`src/rtl/bulk_pkt_pkg.sv`:
```
package bulk_pkt_pkg;

  localparam int ADDR_W   = 32;
  localparam int DEV_W    = 4;
  localparam int ID_W     = 4;
  localparam int HDR_B    = 6;
  localparam logic [7:0] CRC_POLY = 8'h4D;
  localparam logic [7:0] CRC_INIT = 8'hFF;
  localparam logic [7:0] PAD_BYTE = 8'h00;

  typedef enum logic [2:0] {
    ST_IDLE,
    ST_HDR,
    ST_HCRC,
    ST_DATA,
    ST_DCRC,
    ST_FIN
  } fmt_state_e;

  // One byte through the CRC-8, MSB first.
  function automatic logic [7:0] crc8_step(input logic [7:0] c_in,
                                           input logic [7:0] b);
    logic [7:0] c;
    c = c_in ^ b;
    for (int i = 0; i < 8; i++) begin
      c = c[7] ? ((c << 1) ^ CRC_POLY) : (c << 1);
    end
    return c;
  endfunction

  // Output word layout: start, end, packet number, high byte, low byte.
  function automatic logic [31:0] pack_word(input logic sop,
                                            input logic eop,
                                            input logic [ID_W-1:0] id,
                                            input logic [7:0] hi,
                                            input logic [7:0] lo);
    logic [31:0] w;
    w        = '0;
    w[31]    = sop;
    w[30]    = eop;
    w[19:16] = id;
    w[15:8]  = hi;
    w[7:0]   = lo;
    return w;
  endfunction

endpackage

```
`src/rtl/bulk_pkt_hdr.sv`:
```
module bulk_pkt_hdr
  import bulk_pkt_pkg::*;
(
  input  logic                 is_write,
  input  logic [DEV_W-1:0]     dev,
  input  logic [ADDR_W-1:0]    addr,
  input  logic [8:0]           cnt_m1,
  output logic [HDR_B*8-1:0]   hdr_bytes,
  output logic [7:0]           hdr_crc
);

  always_comb begin
    hdr_bytes            = '0;
    hdr_bytes[7:0]       = {cnt_m1[8], 2'b00, is_write, dev};
    hdr_bytes[15:8]      = addr[31:24];
    hdr_bytes[23:16]     = addr[23:16];
    hdr_bytes[31:24]     = addr[15:8];
    hdr_bytes[39:32]     = addr[7:0];
    hdr_bytes[47:40]     = cnt_m1[7:0];
  end

  always_comb begin
    logic [7:0] c;
    c = CRC_INIT;
    for (int i = 0; i < HDR_B; i++) begin
      c = crc8_step(c, hdr_bytes[8*i +: 8]);
    end
    hdr_crc = c;
  end

endmodule

```
`src/rtl/bulk_pkt_crc.sv`:
```
module bulk_pkt_crc
  import bulk_pkt_pkg::*;
(
  input  logic       clk,
  input  logic       rst_n,
  input  logic       clr,
  input  logic       en,
  input  logic [7:0] din,
  output logic [7:0] crc
);

  always_ff @(posedge clk or negedge rst_n) begin
    if (!rst_n)      crc <= CRC_INIT;
    else if (clr)    crc <= CRC_INIT;
    else if (en)     crc <= crc8_step(crc, din);
  end

endmodule

```
`src/rtl/bulk_pkt_outreg.sv`:
```
module bulk_pkt_outreg (
  input  logic        clk,
  input  logic        rst_n,
  input  logic        load,
  input  logic [31:0] word_in,
  input  logic        ready,
  output logic        valid,
  output logic [31:0] word,
  output logic        can_load
);

  assign can_load = !valid || ready;

  always_ff @(posedge clk or negedge rst_n) begin
    if (!rst_n) begin
      valid <= 1'b0;
      word  <= '0;
    end else if (load && can_load) begin
      valid <= 1'b1;
      word  <= word_in;
    end else if (ready) begin
      valid <= 1'b0;
    end
  end

endmodule

```
`src/rtl/bulk_pkt_fmt.sv`:
```
module bulk_pkt_fmt
  import bulk_pkt_pkg::*;
#(
  parameter int MAX_BYTES = 470,
  parameter int CNT_W     = 10
) (
  input  logic                 clk,
  input  logic                 rst_n,
  input  logic                 cmd_valid,
  output logic                 cmd_ready,
  input  logic                 cmd_write,
  input  logic [DEV_W-1:0]     cmd_dev,
  input  logic [ADDR_W-1:0]    cmd_addr,
  input  logic [CNT_W-1:0]     cmd_count,
  output logic                 cmd_err,
  input  logic                 din_valid,
  output logic                 din_ready,
  input  logic [7:0]           din_byte,
  output logic                 out_valid,
  input  logic                 out_ready,
  output logic [31:0]          out_word
);

  localparam logic [CNT_W-1:0] LIMIT = CNT_W'(MAX_BYTES);
  localparam logic [CNT_W-1:0] ONE   = CNT_W'(1);

  fmt_state_e            state;
  logic                  r_write;
  logic [DEV_W-1:0]      r_dev;
  logic [ADDR_W-1:0]     r_addr;
  logic [8:0]            r_cm1;
  logic [1:0]            hidx;
  logic [CNT_W-1:0]      remain;
  logic                  have_lo;
  logic [7:0]            lo_byte;
  logic [ID_W-1:0]       pkt_id;
  logic                  err_q;

  logic [HDR_B*8-1:0]    hdr_bytes;
  logic [7:0]            hdr_crc;
  logic [7:0]            dat_crc;
  logic                  can_load;
  logic                  load;
  logic [31:0]           nxt_word;

  // Named events for the checker
  logic                  cmd_fire;
  logic                  cnt_ok;
  logic                  din_fire;
  logic                  last_byte;
  logic                  eop_fire;
  logic                  sop_fire;

  assign cmd_ready = (state == ST_IDLE);
  assign cmd_fire  = cmd_valid && cmd_ready;
  assign cnt_ok    = (cmd_count != '0) && (cmd_count <= LIMIT);
  assign din_ready = (state == ST_DATA) && can_load;
  assign din_fire  = din_valid && din_ready;
  assign last_byte = din_fire && (remain == ONE);
  assign eop_fire  = out_valid && out_ready && out_word[30];
  assign sop_fire  = out_valid && out_ready && out_word[31];
  assign cmd_err   = err_q;

  bulk_pkt_hdr u_hdr (
    .is_write  (r_write),
    .dev       (r_dev),
    .addr      (r_addr),
    .cnt_m1    (r_cm1),
    .hdr_bytes (hdr_bytes),
    .hdr_crc   (hdr_crc)
  );

  bulk_pkt_crc u_dcrc (
    .clk   (clk),
    .rst_n (rst_n),
    .clr   (cmd_fire),
    .en    (din_fire),
    .din   (din_byte),
    .crc   (dat_crc)
  );

  bulk_pkt_outreg u_out (
    .clk      (clk),
    .rst_n    (rst_n),
    .load     (load),
    .word_in  (nxt_word),
    .ready    (out_ready),
    .valid    (out_valid),
    .word     (out_word),
    .can_load (can_load)
  );

  // Word selection
  always_comb begin
    logic [7:0] hb_lo;
    logic [7:0] hb_hi;
    case (hidx)
      2'd0:    begin hb_lo = hdr_bytes[7:0];   hb_hi = hdr_bytes[15:8];  end
      2'd1:    begin hb_lo = hdr_bytes[23:16]; hb_hi = hdr_bytes[31:24]; end
      default: begin hb_lo = hdr_bytes[39:32]; hb_hi = hdr_bytes[47:40]; end
    endcase
    load     = 1'b0;
    nxt_word = '0;
    unique case (state)
      ST_HDR: begin
        load     = can_load;
        nxt_word = pack_word(hidx == 2'd0, 1'b0, pkt_id, hb_hi, hb_lo);
      end
      ST_HCRC: begin
        load     = can_load;
        nxt_word = pack_word(1'b0, !r_write, pkt_id, PAD_BYTE, hdr_crc);
      end
      ST_DATA: begin
        if (din_fire && have_lo) begin
          load     = 1'b1;
          nxt_word = pack_word(1'b0, 1'b0, pkt_id, din_byte, lo_byte);
        end else if (last_byte) begin
          load     = 1'b1;
          nxt_word = pack_word(1'b0, 1'b0, pkt_id, PAD_BYTE, din_byte);
        end
      end
      ST_DCRC: begin
        load     = can_load;
        nxt_word = pack_word(1'b0, 1'b1, pkt_id, PAD_BYTE, dat_crc);
      end
      default: begin
        load     = 1'b0;
        nxt_word = '0;
      end
    endcase
  end

  // Sequencing
  always_ff @(posedge clk or negedge rst_n) begin
    if (!rst_n) begin
      state   <= ST_IDLE;
      r_write <= 1'b0;
      r_dev   <= '0;
      r_addr  <= '0;
      r_cm1   <= '0;
      hidx    <= '0;
      remain  <= '0;
      have_lo <= 1'b0;
      lo_byte <= '0;
      pkt_id  <= '0;
      err_q   <= 1'b0;
    end else begin
      err_q <= 1'b0;
      unique case (state)
        ST_IDLE: begin
          if (cmd_fire) begin
            if (cnt_ok) begin
              state   <= ST_HDR;
              r_write <= cmd_write;
              r_dev   <= cmd_dev;
              r_addr  <= cmd_addr;
              r_cm1   <= 9'(cmd_count - ONE);
              hidx    <= '0;
              remain  <= cmd_count;
              have_lo <= 1'b0;
            end else begin
              err_q <= 1'b1;
            end
          end
        end
        ST_HDR: begin
          if (can_load) begin
            hidx <= hidx + 2'd1;
            if (hidx == 2'd2) state <= ST_HCRC;
          end
        end
        ST_HCRC: begin
          if (can_load) state <= r_write ? ST_DATA : ST_FIN;
        end
        ST_DATA: begin
          if (din_fire) begin
            remain <= remain - ONE;
            if (!have_lo && (remain != ONE)) begin
              lo_byte <= din_byte;
              have_lo <= 1'b1;
            end else begin
              have_lo <= 1'b0;
            end
            if (remain == ONE) state <= ST_DCRC;
          end
        end
        ST_DCRC: begin
          if (can_load) state <= ST_FIN;
        end
        ST_FIN: begin
          if (eop_fire) begin
            pkt_id <= pkt_id + ID_W'(1);
            state  <= ST_IDLE;
          end
        end
        default: state <= ST_IDLE;
      endcase
    end
  end

endmodule

```
`config.mk`:
```
export PLATFORM = sky130hd
export DESIGN_NAME = bulk_pkt_fmt
export DESIGN_NICKNAME = d
export VERILOG_FILES = /design/src/rtl/bulk_pkt_pkg.sv /design/src/rtl/bulk_pkt_hdr.sv /design/src/rtl/bulk_pkt_crc.sv /design/src/rtl/bulk_pkt_outreg.sv /design/src/rtl/bulk_pkt_fmt.sv
export SDC_FILE = /design/constraint.sdc
export NUM_CORES = 1
export LEC_CHECK = 0
export BUFFER_PORTS_ARGS = -buffer_cell sky130_fd_sc_hd__buf_2
export CORE_MARGIN = 2
export CORE_UTILIZATION = 41
export DETAILED_ROUTE_END_ITERATION = 7
export SLEW_MARGIN = 20
export SYNTH_ARGS = -nofsm -noshare
export SYNTH_HDL_FRONTEND = slang
export SYNTH_SLANG_ARGS = --single-unit
```
`constraint.sdc`:
```
create_clock -name clk -period 6.4 [get_ports clk]
set_clock_uncertainty 0.05 [all_clocks]
set_input_delay 0 -clock clk [delete_from_list [all_inputs] [get_ports clk]]
set_output_delay 0 -clock clk [all_outputs]
set_load 0.01 [all_outputs]
```
==> metrics.md <==
| Metric | Value |
|---|---|
| Syn-to-layout area delta | 18.2% |
| Crit Path Category | register to register |
| Area leader, netlist | dfrtp_1 |
| Final WL | 19.8 mm |
| TNS Setup | 0 ps |
| RR Startpoint | r_addr[30]$_DFFE_PN0P_ |
| Mapped Avg Cell Area | 10.5 um^2 |
| Htree depth | 3 |
| Dpl hpwl | 15.0 mm |
| RSZ-0062 raised after global routing | false |
| Worst-Margin Slew | 908 ps |
| Synth top area cells | dfrtp_1 32%, xnor2_1 12%, xnor3_1 9.8%, mux2_2 6.9%, a21oi_1 3.8% |
| Initial Utilization | 41.9% |
| Share of cells above drive strength 1 | 22.0% |
| Tot GR Track Use | 20.6% |
| Register area share after synthesis | 35.3% |
| Cell Rows | 49 |
| Min-delay src | out_ready |
| TritonCTS Buffers | 9 |
| Ant. Diodes | 0 |
| Prevailing post-synth register cell | dfrtp_1 |
| Count of final hold-check violations | 0 |
| NumNets Final | 897 |
| Largest net degree at the start of global routing | 65 |
| CP Capture Type | register |
| Core Region | 18000 um^2 |
| Chip width | 140 um |
| DRC | 0 |
| GRT overflow | 0 |
| Crit path max-delay family | XOR/XNOR gates |
| WL per Instance | 18.6 um |
| Clock sinks | 106 |
| Final Max Slew Viols | 0 |
| Total number of vias | 5553 |
| DR pass1 iterations | 6 |
| First-pass GRT wire length | 31.4 mm |
| # fillers | 1658 |
| Worst R2R Setup Slack | 1710 ps |
| Most frequent cells after synthesis | 103 x xnor2_1, 98 x dfrtp_1, 76 x nand2_1 |
| Hold/Removal Path Class | input pin to register |
| Clock Path Buffers | 2 |
| Finished Layout Cells | 1062 |
| Outcome | complete, no violations |
| Critical Path RT | 6600 ps |
| Achievable Freq | 213 MHz |
| CP Launch Type | register |
| Initial antenna violation count | 0 |
| Relative slew slack | 39.4% |
| Root Buffer | clkbuf_16 |
| CP peak stage delay | 560 ps |
| Reg2Reg Depth | 11 |
| Sum of buffers and inverters on the critical path | 0 |
| Count leader, synth | xnor2_1 |
| Inst Count DP | 990 |
| Worst path cell trace | xnor2_2, xnor3_2, xor2_2, xor3_2, xnor3_1, xnor2_1, xnor3_2, xor3_2, xnor3_1, a221oi_2, a21oi_2 |
| Storage cell area | 2660 um^2 |
| Seq cells post-synth | 106 |
| Yosys synthesis warning count | 0 |
| Synth top area share | 32.5% |
| Fin crit share | 73.3% |
| Period minus WS final | 4690 ps |
| FFs w/ async S/R, synth | 100% |
| Multi-input combinational cell area | 4640 um^2 |
| Clock slew seen by the registers of the worst setup and hold paths | 80 ps |
| Worst Hold Path EP | u_out.valid$_DFFE_PN0P_ |
| # IOs | 96 |
| Clock latency on the worst-skew pair | 360 ps |
| Port Buffers | 85 |
| Slowest stage cell, crit path | xor3_2 |
| Final ANT Viol Nets | 0 |
| Final setup vio count | 0 |
| CTS tree | built |
| Synthesized cell area | 7550 um^2 |
| Hold depth | 3 |
| Max FO, Critical Path | 6 |
| Routability Congestion | 0.903 |
| EDFF count, synth | 0 |
| Die Ht | 140 um |
| Vias in the first global route | 5764 |
| Max Cap Violations | 0 |
| Die area | 19500 um^2 |
| R2r endpoint | u_out.word[4]$_DFFE_PN0P_ |
| Worst EP arrival | 4890 ps |
| Initial drt markers | 392 |
| Vias/cell | 5.23 |
| Instance count of the mapped netlist | 716 |
| Count of cell types in the netlist | 52 |
## sequential cells by signal (all words and copies together), names as in the netlist
name	cells
r_addr	32
u_out.word	22
remain	10
r_cm1	9
lo_byte	8
u_dcrc.crc	8
pkt_id	4
r_dev	4
state	3
hidx	2
cmd_err	1
have_lo	1
r_write	1
u_out.valid	1
## worst register-to-register path, delay by kind of cell (launching register included)
kind           cells  cell delay [ps]
flip-flops         1              480
XOR/XNOR           9             3700
AO/OA/AOI/OAI      2              360
## metrics by stage
step	cell area, um^2	hold slack, ps	utilization, %	worst slack [ps]
5_1_grt	8920	92.3	49.5	1570
3_5_place_dp	8080	-8.49	44.8	1740
2_1_floorplan	7580	-346	-	2000
6_report	8920	66.7	49.5	1710
4_1_cts	8920	55.9	49.5	1720
3_3_place_gp	8070	-17.5	44.8	1850
## cell families (layout without fill, tap and decap cells)
group	count (synthesis)	count (layout)	share of synthesized area, %
xor+xnor	184	184	31.7
simple gates	162	162	9.46
compound gates	147	147	11.4
flops	106	106	35.3
buf+inv	61	169	3.76
mux	46	46	6.86
fa+ha+maj	9	9	1.49
other cells	1	10	0.0497
## metal layers
metal  share of wire [%]  vias up  global-route usage (%)  wire [um]
li1                    -     2676                       -          -
met1                  45     2726                    27.0       8830
met2                  50      126                    35.4       9910
met3                 3.4       25                    3.75        669
met4                 1.9        0                    5.21        382
met5                   0        -                       0          0
## how the worst max path moves through the flow
stage                            from                        end  slack (ps)  depth (start not counted)
2_1_floorplan    r_cm1[8]$_DFFE_PN0P_  u_out.word[4]$_DFFE_PN0P_        2000                         12
3_3_place_gp     r_cm1[8]$_DFFE_PN0P_  u_out.word[4]$_DFFE_PN0P_        1850                         11
3_5_place_dp     r_cm1[8]$_DFFE_PN0P_  u_out.word[4]$_DFFE_PN0P_        1740                         11
4_1_cts        r_addr[30]$_DFFE_PN0P_  u_out.word[4]$_DFFE_PN0P_        1720                         11
5_1_grt        r_addr[30]$_DFFE_PN0P_  u_out.word[4]$_DFFE_PN0P_        1570                         11
6_report       r_addr[30]$_DFFE_PN0P_  u_out.word[4]$_DFFE_PN0P_        1710                         11
## cell type report
cell class / instances / area share [%]
sequential: 106 / 29.8
tap: 229 / 3.21
clock inverter: 6 / 0.659
timing repair buffer: 144 / 11.3
clock buffer: 10 / 2.57
multi-input combinational: 558 / 52.0
inverter: 9 / 0.379
## cell usage in the layout (no fill, tap or decap), drive strengths merged, types with 4 or more instances in the layout
master	instances
clkbuf	10
nor3	13
nand3	9
dfstp	8
xor3	9
dfrtp	98
mux2	46
a22oi	16
nor2	38
o21ai	47
dlygate4sd3	56
a21oi	58
o31ai	6
xor2	25
xnor3	41
xnor2	109
a221oi	8
buf	88
ha	9
inv	12
nor4	4
nand2	76
conb	10
## repair_timing
item / CTS / global route
buffers inserted: 0 / 0
endpoints found under the hold margin: 114 / 0
resized for setup: 0 / 0
hold buffers: 56 / 0
Power is not shown: default switching activity piles up to over one toggle a cycle in this logic, so the estimate is an artifact.
